### config.mk
export PLATFORM = sky130hd
export DESIGN_NAME = ir_edge_timer
export DESIGN_NICKNAME = d
export VERILOG_FILES = /design/src/rtl/ir_timer_pkg.sv /design/src/rtl/ir_in_sync.sv /design/src/rtl/ir_tick_prescaler.sv /design/src/rtl/ir_interval_counter.sv /design/src/rtl/ir_irq_select.sv /design/src/rtl/ir_edge_timer.sv
export SDC_FILE = /design/constraint.sdc
export NUM_CORES = 1
export LEC_CHECK = 0
export BUFFER_PORTS_ARGS = -buffer_cell sky130_fd_sc_hd__buf_2
export CAP_MARGIN = 5
export CORE_UTILIZATION = 49
export DETAILED_ROUTE_END_ITERATION = 10
export PLACE_DENSITY = 0.75
export SLEW_MARGIN = 5
export SYNTH_ARGS = -nofsm -noshare
export SYNTH_HDL_FRONTEND = slang
export SYNTH_SLANG_ARGS = --single-unit
### constraint.sdc
create_clock -name clk -period 2.15 [get_ports clk]
set_clock_uncertainty 0.05 [all_clocks]
set_input_delay 0.43 -clock clk [delete_from_list [all_inputs] [get_ports clk]]
set_output_delay 0.43 -clock clk [all_outputs]
set_load 0.005 [all_outputs]
### src/rtl/ir_timer_pkg.sv
package ir_timer_pkg;

  typedef enum logic [1:0] {
    IRQ_FRAME = 2'd0,
    IRQ_BOTH  = 2'd1,
    IRQ_FALL  = 2'd2,
    IRQ_RISE  = 2'd3
  } irq_sel_e;

  // saturating increment of a counter held in 32 bits
  function automatic logic [31:0] sat_inc(input logic [31:0] cur, input logic [31:0] lim);
    return (cur >= lim) ? lim : cur + 32'd1;
  endfunction

  // whether the selected source fires for this cycle's events
  function automatic logic irq_hit(input irq_sel_e sel, input logic rise,
                                   input logic fall, input logic frame);
    unique case (sel)
      IRQ_FRAME: return frame;
      IRQ_BOTH:  return rise | fall;
      IRQ_FALL:  return fall;
      IRQ_RISE:  return rise;
      default:   return 1'b0;
    endcase
  endfunction

endpackage

### src/rtl/ir_in_sync.sv
module ir_in_sync #(
  parameter int STAGES = 2
) (
  input  logic clk,
  input  logic rst_n,
  input  logic din,
  output logic level,
  output logic rise,
  output logic fall
);
  localparam int TOP = STAGES - 1;

  logic [STAGES-1:0] chain_q;
  logic              prev_q;

  generate
    if (STAGES == 1) begin : g_one
      always_ff @(posedge clk or negedge rst_n) begin
        if (!rst_n) chain_q <= '0;
        else        chain_q <= din;
      end
    end else begin : g_many
      always_ff @(posedge clk or negedge rst_n) begin
        if (!rst_n) chain_q <= '0;
        else        chain_q <= {chain_q[STAGES-2:0], din};
      end
    end
  endgenerate

  always_ff @(posedge clk or negedge rst_n) begin
    if (!rst_n) prev_q <= 1'b0;
    else        prev_q <= chain_q[TOP];
  end

  assign level = chain_q[TOP];
  assign rise  = chain_q[TOP] & ~prev_q;
  assign fall  = ~chain_q[TOP] & prev_q;

  // an edge seen now is no longer an edge in the next cycle unless the level flips again
  AST_EDGE_SINGLE: assert property (@(posedge clk) disable iff (!rst_n)
    (rise && chain_q[TOP]) |=> !(rise && $stable(level)));

endmodule

### src/rtl/ir_tick_prescaler.sv
module ir_tick_prescaler #(
  parameter int DIV_W = 12
) (
  input  logic             clk,
  input  logic             rst_n,
  input  logic             run,
  input  logic             restart,
  input  logic [DIV_W-1:0] div,
  output logic             tick
);
  logic [DIV_W-1:0] pre_q;
  logic             wrap;

  assign wrap = (pre_q >= div);
  assign tick = run & ~restart & wrap;

  always_ff @(posedge clk or negedge rst_n) begin
    if (!rst_n)                  pre_q <= '0;
    else if (!run || restart)    pre_q <= '0;
    else if (wrap)               pre_q <= '0;
    else                         pre_q <= pre_q + 1'b1;
  end

  AST_PRE_RESTART: assert property (@(posedge clk) disable iff (!rst_n)
    (restart || !run) |=> (pre_q == '0));

endmodule

### src/rtl/ir_interval_counter.sv
module ir_interval_counter
  import ir_timer_pkg::*;
#(
  parameter int CNT_W = 13
) (
  input  logic             clk,
  input  logic             rst_n,
  input  logic             run,
  input  logic             clear,
  input  logic             tick,
  input  logic             capture,
  output logic [CNT_W-1:0] interval
);
  localparam logic [31:0] CNT_MAX = 32'((64'd1 << CNT_W) - 1);

  logic [CNT_W-1:0] cnt_q;
  logic [CNT_W-1:0] interval_q;
  logic [31:0]      cnt_next;

  assign cnt_next = sat_inc(32'(cnt_q), CNT_MAX);

  always_ff @(posedge clk or negedge rst_n) begin
    if (!rst_n) begin
      cnt_q      <= '0;
      interval_q <= '0;
    end else if (clear) begin
      cnt_q      <= '0;
      interval_q <= '0;
    end else if (!run) begin
      cnt_q      <= '0;
    end else if (capture) begin
      interval_q <= cnt_q;
      cnt_q      <= '0;
    end else if (tick) begin
      cnt_q      <= cnt_next[CNT_W-1:0];
    end
  end

  assign interval = interval_q;

  AST_RESTART_ZERO: assert property (@(posedge clk) disable iff (!rst_n)
    capture |=> (cnt_q == '0));
  AST_NO_OVERFLOW: assert property (@(posedge clk) disable iff (!rst_n)
    (run && !clear && !capture && 32'(cnt_q) == CNT_MAX) |=> (32'(cnt_q) == CNT_MAX));
  AST_HOLD_NO_CAPTURE: assert property (@(posedge clk) disable iff (!rst_n)
    (!capture && !clear) |=> $stable(interval_q));

endmodule

### src/rtl/ir_irq_select.sv
module ir_irq_select
  import ir_timer_pkg::*;
(
  input  logic       clk,
  input  logic       rst_n,
  input  logic       run,
  input  logic [1:0] sel,
  input  logic       rise,
  input  logic       fall,
  input  logic       frame,
  output logic       irq
);
  irq_sel_e sel_e;
  logic     irq_q;

  assign sel_e = irq_sel_e'(sel);

  always_ff @(posedge clk or negedge rst_n) begin
    if (!rst_n) irq_q <= 1'b0;
    else        irq_q <= run & irq_hit(sel_e, rise, fall, frame);
  end

  assign irq = irq_q;

  AST_IRQ_DISABLED: assert property (@(posedge clk) disable iff (!rst_n)
    !run |=> !irq_q);
  AST_IRQ_RISE_ONLY: assert property (@(posedge clk) disable iff (!rst_n)
    (sel_e == IRQ_RISE && !rise) |=> !irq_q);
  AST_IRQ_FRAME_ONLY: assert property (@(posedge clk) disable iff (!rst_n)
    (sel_e == IRQ_FRAME && !frame) |=> !irq_q);

endmodule

### src/rtl/ir_edge_timer.sv
module ir_edge_timer #(
  parameter int CNT_W       = 13,
  parameter int DIV_W       = 12,
  parameter int SYNC_STAGES = 2,
  parameter bit MARK_HIGH   = 1'b1
) (
  input  logic             clk,
  input  logic             rst_n,
  input  logic             ctl_enable,
  input  logic             ctl_restart,
  input  logic [DIV_W-1:0] cfg_tick_div,
  input  logic [1:0]       cfg_irq_sel,
  input  logic             dec_frame_evt,
  input  logic             ir_filtered,
  output logic [CNT_W-1:0] rd_interval,
  output logic             rd_mark,
  output logic             irq
);
  logic in_level;
  logic in_rise;
  logic in_fall;
  logic run;
  logic edge_ok;
  logic tick;
  logic mark_end;
  logic mark_q;

  assign run     = ctl_enable & ~ctl_restart;
  assign edge_ok = run & (in_rise | in_fall);

  generate
    if (MARK_HIGH) begin : g_mark_high
      assign mark_end = in_fall;
    end else begin : g_mark_low
      assign mark_end = in_rise;
    end
  endgenerate

  ir_in_sync #(.STAGES(SYNC_STAGES)) u_sync (
    .clk   (clk),
    .rst_n (rst_n),
    .din   (ir_filtered),
    .level (in_level),
    .rise  (in_rise),
    .fall  (in_fall)
  );

  ir_tick_prescaler #(.DIV_W(DIV_W)) u_pre (
    .clk     (clk),
    .rst_n   (rst_n),
    .run     (run),
    .restart (edge_ok),
    .div     (cfg_tick_div),
    .tick    (tick)
  );

  ir_interval_counter #(.CNT_W(CNT_W)) u_cnt (
    .clk      (clk),
    .rst_n    (rst_n),
    .run      (run),
    .clear    (ctl_restart),
    .tick     (tick),
    .capture  (edge_ok),
    .interval (rd_interval)
  );

  ir_irq_select u_irq (
    .clk   (clk),
    .rst_n (rst_n),
    .run   (run),
    .sel   (cfg_irq_sel),
    .rise  (in_rise),
    .fall  (in_fall),
    .frame (dec_frame_evt),
    .irq   (irq)
  );

  always_ff @(posedge clk or negedge rst_n) begin
    if (!rst_n)           mark_q <= 1'b0;
    else if (ctl_restart) mark_q <= 1'b0;
    else if (edge_ok)     mark_q <= mark_end;
  end

  assign rd_mark = mark_q;

  AST_MARK_ON_END: assert property (@(posedge clk) disable iff (!rst_n)
    (edge_ok && mark_end) |=> rd_mark);
  AST_SPACE_ON_START: assert property (@(posedge clk) disable iff (!rst_n)
    (edge_ok && !mark_end) |=> !rd_mark);
  AST_RESTART_CLEARS: assert property (@(posedge clk) disable iff (!rst_n)
    ctl_restart |=> (rd_interval == '0 && !rd_mark && !irq));
  AST_LEVEL_KNOWN: assert property (@(posedge clk) disable iff (!rst_n)
    !$isunknown(in_level));

endmodule

==> results.txt, run 1 <==
Min cycle time layout: 2.05 ns
R2R Path Start: u_pre.pre_q[9]
Max stage delay on crit path: 0.41 ns
Register-to-Register Path Depth: 8
Reg2Reg Setup Slack: 0.1 ns
Worst reg2reg endpoint: u_cnt.cnt_q[3]
Avg Vias per Cell: 5.51
Ys Warns: 0
MaxCap Viol Count: 0
CTS sink cnt: 43
Hold Vio Cnt, Final: 0
Core Area: 4410 µm²
Final setup viols: 0
Buffer count from post-CTS setup fixing: 0
Commonest non-fill, non-tap cell in the layout: dfrtp_1
Sequential share of the synthesized area: 47.0%
Antenna violations before repair: 0
DRT antenna net count: 0
Largest net degree at the start of global routing: 25
Main area contributors after synthesis: dfrtp_1, ha_1, nand2_1, a21oi_1, nor2_1
CP endpoint kind: flop
Iteration-0 DRC Markers: 101
PnR worst setup slack: 0.0988 ns
Cell Area, Synth: 2290 µm²
CP Launch Type: flop
Final HPWL from detailed placement: 3230 µm
Power share of the clock group: 36.1%
Hold crit path type: in -> async
I/O Buffers: 34
Filler cells: 414
Vias: 1872
Sequential power share: 56.6%
Max Buffers Root-to-Sink: 2
CTS buffer count: 5
Placed instance count: 333
Pwr dens: 537 nW/µm²
Comb power frac: 7.2%
GRT Total Usage: 19.8%
I/O Pins: 35
Cell chain of the critical path: ha_1 -> a21oi_1 -> nor2_1 -> a211oi_2 -> o21ai_2 -> buf_12 -> and2_4 -> a211oi_1
Routed length per instance: 13.1 µm
Final critical-path share of the clock period: 95.4%
Final Slew Violations: 0
Total power: 1.44 mW
Post-Syn Nets: 283
Ant. Diodes: 0
Worst slack, placed: -0.123 ns
DRT Pass-1 Iters: 4
Synth top area share: 47.0%
Crit path to: u_cnt.cnt_q[3]
Net Sw Power: 337 µW
Worst-Skew Late Latency: 0.30 ns
Global-route wire length before repair: 7870 µm
Fin area: 2680 µm²
Worst Setup SP: u_pre.pre_q[9]
Starting density of the core: 51.8%
Nets: 324
Most frequent cells in the layout: dfrtp_1, nand2_1, buf_2
Post-Route Setup TNS: 0 ns
Hold WS: 0.0238 ns
Worst rel slew slack: 65.3%
Area delta synth->final: 17.3%
VDD IR max: 0.000225 V
CP Class: reg -> reg
Die X: 70.3 µm
Int Power: 1.10 mW
Core Util, Final: 60.8%
Congestion Overflow GR: 0
Wirelength, routed: 4450 µm
Mean post-synth cell area: 9.26 µm²
Multi-input gate area in the final layout: 1130 µm²
Run status: complete, no violations
Fmax: 0.488 GHz
Flops & latches, synth: 43
Fraction of layout cells with a size suffix above 1: 21.5%
Slowest stage cell, crit path: dfrtp_1
Area after DPL: 2570 µm²
Synth area leader: dfrtp_1
Lkg Pwr: 1.31 nW
Arrival time at the worst endpoint: 2.19 ns
Syn Inst Count: 247
Final std cells w/o fill: 340
Storage element area: 1080 µm²
Die H: 70.3 µm
Gpl congestion: 0.797
CTS tree: yes
CTS clk-pin slew, worst paths: 0.08 ns
Post-synth cell types: 37
Crit-path max FO: 18
Sw Share: 23.4%
RSZ-0062 raised after global routing: no
Hold Buf Count CTS: 0
Number of global-route vias before repair: 1775
Root Buffer: clkbuf_8
DR DRC count: 0
Req. time, crit path: 2.29 ns
CTS H-tree depth: 2
Worst Tran Pin Value: 0.519 ns
# rows: 24
Post_cts resized: 0
Full die area: 4940 µm²
flip-flops by register name, summed over array words and instances, names as in the netlist:
| signal | flops |
|---|---|
| u_cnt.cnt_q | 13 |
| u_cnt.interval | 13 |
| u_pre.pre_q | 12 |
| u_sync.chain_q | 2 |
| rd_mark | 1 |
| u_irq.irq | 1 |
| u_sync.prev_q | 1 |
routing by layer:
| layer | vias up | GRT usage [%] | share of wire (%) |
|---|---|---|---|
| met5 | - | 0 | 0 |
| met4 | 0 | 7.11 | 1.5 |
| met2 | 49 | 32.2 | 48 |
| met1 | 881 | 26.1 | 47 |
| li1 | 935 | - | - |
| met3 | 7 | 4.18 | 4.0 |
worst max-delay path, delay by kind of cell (launching register included):
| family | cells | cell delay, ns |
|---|---|---|
| compound gates | 4 | 0.77 |
| flops | 1 | 0.41 |
| fa+ha+maj | 1 | 0.31 |
| simple gates | 2 | 0.24 |
| buf+inv | 1 | 0.16 |
power by group through the flow:
stage | Combinational (mW) | Sequential [mW] | Clock, mW
floorplan | 0.0490 | 0.833 | 0
global placement | 0.103 | 0.832 | 0
detailed placement | 0.106 | 0.832 | 0
CTS | 0.107 | 0.816 | 0.530
global route | 0.121 | 0.817 | 0.562
finish | 0.104 | 0.816 | 0.520
logic make-up after synthesis:
logic type      count (synthesis)  share of synthesized area [%]
flops                          43                           47.0
mux                             1                          0.438
fa+ha+maj                      16                           8.75
xor+xnor                       10                           3.83
buf+inv                        25                           4.27
simple gates                  103                           21.6
compound gates                 49                           14.1
cells in the mapped netlist (all sizes together):
cell	number
xnor2	2
a41o	1
o21ai	5
a311oi	5
and3	9
nor3	3
nor2	23
and4	1
xor2	8
or2	1
clkbuf	4
a41oi	3
buf	4
nand3b	1
dfrtp	43
a21oi	23
inv	17
nand3	12
nor4	1
nor2b	3
nand4	2
mux2i	1
nand2	42
nor3b	2
and2	1
o31ai	1
a211oi	7
a31oi	4
nand2b	2
ha	16
cell type report:
cell class	instances	area share, %
multi-input cells	179	42.3
flip-flops and latches	43	40.1
repair buffers	42	9.51
clock buffers	6	3.08
well taps	52	2.43
inverters	17	2.38
clock inverters	1	0.187
how the worst min path moves through the flow:
| stage | end | slack [ns] | depth (start not counted) |
|---|---|---|---|
| after CTS | u_pre.pre_q[9] | 0.04 | 1 |
| after floorplan | rd_mark | 0.08 | 0 |
| after global placement | u_sync.chain_q[1] | 0.28 | 0 |
| after detailed placement | u_sync.chain_q[1] | 0.29 | 0 |
| final | u_pre.pre_q[9] | 0.02 | 1 |
| after global routing | u_sync.chain_q[0] | 0.05 | 1 |
Power figures use the tool's default switching activity.
==> run 2, diff against run 1 <==
--- a/config.mk
+++ b/config.mk
@@ -8,6 +8,7 @@
 export BUFFER_PORTS_ARGS = -buffer_cell sky130_fd_sc_hd__buf_2
 export CAP_MARGIN = 5
 export CORE_UTILIZATION = 49
+export CTS_BUF_LIST = sky130_fd_sc_hd__clkbuf_4
 export DETAILED_ROUTE_END_ITERATION = 10
 export PLACE_DENSITY = 0.75
 export SLEW_MARGIN = 5
==> run 2 against run 1 <==
Clock power is 29% lower; hold slack gained 0.096 ns; total power shrank 10%; largest cell class unchanged; core utilization fell by 0.51 points; register-to-register slack got worse by 0.04 ns; critical path depth did not move; die area stayed put; fmax decreased by 1.8%; global-route usage fell by 0.15 points; non-clock buffer count rose by 2; routed wire length down 0.27%; first-iteration DRC count is 3.0% lower.
==> results.txt, run 2 (synthesized netlist as in run 1, its figures left out) <==
Run status: complete, no violations
Die H: 70.3 µm
Max stage delay on crit path: 0.43 ns
Hold Vio Cnt, Final: 0
CP Class: reg -> reg
Fraction of layout cells with a size suffix above 1: 21.4%
Slowest stage cell, crit path: dfrtp_1
Worst Path Buf+Inv: 1
Routed length per instance: 13.0 µm
Final Slew Violations: 0
MaxCap Viol Count: 0
Core Area: 4410 µm²
Starting density of the core: 51.8%
Congestion Overflow GR: 0
Final critical-path share of the clock period: 97.2%
Final std cells w/o fill: 342
Gpl congestion: 0.797
Area after DPL: 2570 µm²
VDD IR max: 0.000200 V
Full die area: 4940 µm²
Min cycle time layout: 2.09 ns
Root Buffer: clkbuf_4
Global-route wire length before repair: 7790 µm
Worst Tran Pin Value: 0.539 ns
Area delta synth->final: 16.3%
Number of global-route vias before repair: 1780
Pwr dens: 485 nW/µm²
CTS sink cnt: 43
Cell chain of the critical path: ha_1 -> a21oi_1 -> nor2_1 -> a211oi_1 -> o21ai_2 -> buf_12 -> and2_4 -> a211oi_1
CTS clk-pin slew, worst paths: 0.12 ns
CP Launch Type: flop
Fin area: 2660 µm²
CTS tree: yes
I/O Buffers: 34
CTS buffer count: 5
Worst slack, placed: -0.123 ns
Iteration-0 DRC Markers: 98
DRT antenna net count: 0
Nets: 326
Worst-Skew Late Latency: 0.36 ns
Hold crit path type: in -> reg
Hold WS: 0.120 ns
Vias: 1884
# rows: 24
Fmax: 0.479 GHz
Max Buffers Root-to-Sink: 2
GRT Total Usage: 19.7%
Wirelength, routed: 4440 µm
CP dominant cell by count: a211oi_1
Die X: 70.3 µm
Commonest non-fill, non-tap cell in the layout: dfrtp_1
CTS H-tree depth: 2
Avg Vias per Cell: 5.51
CP delay by family, top: compound AO/OA/AOI/OAI gates
Worst rel slew slack: 64.0%
I/O Pins: 35
Placed instance count: 333
Final HPWL from detailed placement: 3230 µm
Lkg Pwr: 1.30 nW
Most frequent cells in the layout: dfrtp_1, nand2_1, buf_2
Req. time, crit path: 2.36 ns
Largest net degree at the start of global routing: 25
DR DRC count: 0
Final setup viols: 0
Crit-path max FO: 18
Arrival time at the worst endpoint: 2.30 ns
Ant. Diodes: 0
PnR worst setup slack: 0.0612 ns
Post-Route Setup TNS: 0 ns
Antenna violations before repair: 0
CP endpoint kind: flop
DRT Pass-1 Iters: 4
-- run 2: changes by cell type in the layout (fill, tap and decap cells not counted) --
cell           delta
clkinv_1          +1
a311oi_2          +1
a311oi_1          -1
buf_4             +1
a211oi_1          +1
dlygate4sd3_1     +1
clkbuf_8          -6
a211oi_2          -1
clkbuf_4          +5
-- run 2: metrics by stage --
step	utilization (%)	power (mW)
2_1_floorplan	-	0.882
3_3_place_gp	58.3	0.936
3_5_place_dp	58.3	0.939
4_1_cts	59.6	1.30
5_1_grt	60.3	1.35
6_report	60.3	1.29
-- run 2: worst paths after layout --
check	from	end	slack [ns]	cells past startpoint
worst min-delay path	ir_filtered	u_sync.chain_q[0]	0.12	1
worst max register to register	u_pre.pre_q[9]	u_cnt.cnt_q[3]	0.06	8
worst min register to register	u_sync.chain_q[0]	u_sync.chain_q[1]	0.33	0
worst max-delay path	u_pre.pre_q[9]	u_cnt.cnt_q[3]	0.06	8
max in group asynchronous	rst_n	u_cnt.cnt_q[2]	1.07	3
min in group asynchronous	rst_n	u_pre.pre_q[9]	0.49	2
-- run 2: metal layers --
layer | track usage (%) | share of wire, % | wire (µm) | vias to the layer above
li1 | - | - | - | 942
met1 | 25.8 | 47 | 2070 | 885
met2 | 31.9 | 48 | 2110 | 49
met3 | 3.46 | 4.0 | 179 | 8
met4 | 8.44 | 1.8 | 80 | 0
met5 | 0 | 0 | 0 | -
-- run 2: what timing repair did --
action | in CTS | in global routing
resized for setup | 0 | 4
endpoints found under the setup margin | 0 | 14
hold buffers | 1 | 0
hold endpoints to repair | 19 | 0
setup buffers | 0 | 1
-- run 2: cell type report --
type | count | area [µm²]
clock buffer | 5 | 37.5
multi-input combinational | 179 | 1140
fill | 416 | 1750
sequential | 43 | 1080
inverter | 17 | 63.8
timing repair buffer | 44 | 273
clock inverter | 2 | 8.76
tap | 52 | 65.1
-- run 2: worst register-to-register path, cell delays in order, from the launching register on --
cell,delay (ns)
dfrtp_1,0.43
ha_1,0.31
a21oi_1,0.18
nor2_1,0.07
a211oi_1,0.25
o21ai_2,0.12
buf_12,0.16
and2_4,0.16
a211oi_1,0.26
-- run 2: power breakdown --
part / internal [mW] / switching [mW] / total [mW]
Sequential: 0.814 / 0.00273 / 0.817
Clock: 0.116 / 0.251 / 0.367
Combinational: 0.0400 / 0.0661 / 0.106
==> run 3, diff against run 2 <==
==> constraint.sdc (replaced) <==
create_clock -name clk -period 2.2 [get_ports clk]
set_clock_uncertainty 0.05 [all_clocks]
set_input_delay 0.44 -clock clk [delete_from_list [all_inputs] [get_ports clk]]
set_output_delay 0.44 -clock clk [all_outputs]
set_load 0.005 [all_outputs]
==> run 3 against run 2 <==
Critical path depth unchanged; hold slack got worse by 0.0031 ns; via count decreased by 0.48%; worst setup slack improved by 0.075 ns; clock power increased by 11%; sequential share of layout area increased by 0.30 points; first-iteration DRC count decreased by 6.1%; combinational power decreased by 4%; global-route usage increased by 0.52 points; fmax increased by 1.2%; count of clock-buffer cells in the layout unchanged; critical path type unchanged; highest routed layer unchanged.
==> results.txt, run 3 (synthesized netlist as in run 1, its figures left out) <==
Met2 WL: 2140 µm
Crit path to: u_cnt.cnt_q[2]
Sw Share: 26.4%
Vias: 1875
Fraction of layout cells with a size suffix above 1: 21.3%
Max stage delay on crit path: 0.44 ns
Sequential power share: 61.1%
Number of global-route vias before repair: 1782
Net Sw Power: 346 µW
DRT Pass-1 Iters: 4
Filler cells: 394
GRT Total Usage: 20.2%
Min cycle time layout: 2.06 ns
Global-route wire length before repair: 7910 µm
Worst-Skew Late Latency: 0.36 ns
Slowest stage cell, crit path: dfrtp_1
Iteration-0 DRC Markers: 92
Cell chain of the critical path: ha_1 -> a21oi_1 -> nor2_1 -> a211oi_1 -> o21ai_2 -> buf_12 -> and2_4 -> a311oi_2
R2R Path Start: u_pre.pre_q[9]
Routed length per instance: 12.9 µm
Max Used Layer: met4
I/O Pins: 35
Arrival time at the worst endpoint: 2.29 ns
Congestion Overflow GR: 0
Core Util, Final: 59.9%
Starting density of the core: 51.8%
Register-to-Register Path Depth: 8
Pwr dens: 495 nW/µm²
Nets: 322
Worst Tran Pin Value: 0.495 ns
CTS tree: yes
Int Power: 962 µW
CP endpoint kind: flop
Die H: 70.3 µm
I/O Buffers: 34
Power share of the clock group: 31.1%
Worst rel slew slack: 66.9%
Gpl congestion: 0.795
Fmax: 0.485 GHz
Total power: 1.31 mW
CTS H-tree depth: 2
CTS sink cnt: 43
Final Slew Violations: 0
Req. time, crit path: 2.43 ns
Root Buffer: clkbuf_4
CTS buffer count: 5
CTS clk-pin slew, worst paths: 0.14 ns
Final critical-path share of the clock period: 93.8%
Comb power frac: 7.8%
CP Launch Type: flop
Hold crit path type: in -> reg
Avg Vias per Cell: 5.53
DRT antenna net count: 0
MaxCap Viol Count: 0
VDD IR max: 0.000204 V
Reg2Reg Setup Slack: 0.14 ns
Wirelength, routed: 4390 µm
Ant. Diodes: 0
Full die area: 4940 µm²
# rows: 24
Max Buffers Root-to-Sink: 2
Final HPWL from detailed placement: 3240 µm
DR DRC count: 0
Hold Vio Cnt, Final: 0
Worst reg2reg endpoint: u_cnt.cnt_q[2]
Antenna violations before repair: 0
Lkg Pwr: 1.28 nW
Largest net degree at the start of global routing: 25
RSZ-0062 raised after global routing: no
CP Class: reg -> reg
Area delta synth->final: 15.6%
Most frequent cells in the layout: nand2_1, dfrtp_1, buf_2
Metal3 WL: 170 µm
Die X: 70.3 µm
Core Area: 4410 µm²
M1 wire length: 2010 µm
Final setup viols: 0
Run status: complete, no violations
Worst Setup SP: u_pre.pre_q[9]
Crit-path max FO: 21
run 3: worst min-delay path by stage:
| stage | to | from | cells after the start | slack (ns) |
|---|---|---|---|---|
| after floorplan | rd_mark | rst_n | 0 | 0.09 |
| after global placement | u_sync.chain_q[1] | u_sync.chain_q[0] | 0 | 0.28 |
| after detailed placement | u_sync.chain_q[1] | u_sync.chain_q[0] | 0 | 0.28 |
| after CTS | u_sync.chain_q[0] | ir_filtered | 1 | 0.11 |
| after global routing | u_sync.chain_q[0] | ir_filtered | 1 | 0.09 |
| final | u_sync.chain_q[0] | ir_filtered | 1 | 0.12 |
run 3: what timing repair did:
action / in CTS / in global routing
hold buffers: 1 / 0
endpoints found under the setup margin: 0 / 19
endpoints found under the hold margin: 19 / 0
resized for setup: 0 / 5
setup buffers: 0 / 0
run 3: area by class of cell:
| class | count | area [µm²] | area share [%] |
|---|---|---|---|
| Timing Repair Buffer | 40 | 243 | 9.18 |
| Tap cell | 52 | 65.1 | 2.46 |
| Inverter | 17 | 63.8 | 2.41 |
| Clock buffer | 5 | 37.5 | 1.42 |
| Sequential cell | 43 | 1080 | 40.7 |
| Multi-Input combinational cell | 179 | 1130 | 42.9 |
| Clock inverter | 3 | 23.8 | 0.899 |
run 3: per-stage QoR:
| step | setup WS (ns) | instances | setup TNS [ns] | cell area (µm²) | hold slack, ns |
|---|---|---|---|---|---|
| global placement | 0.0100 | 330 | 0 | 2550 | 0.283 |
| global route | 0.00679 | 339 | 0 | 2640 | 0.0911 |
| detailed placement | -0.0875 | 330 | -0.234 | 2550 | 0.285 |
| floorplan | 0.254 | 247 | 0 | 2290 | 0.0944 |
| finish | 0.136 | 339 | 0 | 2640 | 0.117 |
| CTS | 0.0505 | 339 | 0 | 2620 | 0.111 |
run 3: power by group through the flow:
stage	combinational, mW	clock [mW]	sequential (mW)
finish	0.102	0.407	0.800
floorplan	0.0479	0	0.814
global placement	0.0985	0	0.814
CTS	0.103	0.416	0.799
global route	0.120	0.466	0.801
detailed placement	0.101	0	0.814
run 3: worst max-delay path, delay by kind of cell (launching register included):
kind                       cells  cell delay [ns]
and+or+nand+nor                2             0.22
buffers and inverters          1             0.17
adders and majority gates      1             0.31
DFF                            1             0.44
AOI/OAI and AO/OA              4             0.79
run 3: layer usage:
layer	global-route usage, %	up-vias
li1	-	935
met1	25.9	892
met2	33.3	42
met3	4.76	6
met4	6.89	0
met5	0	-
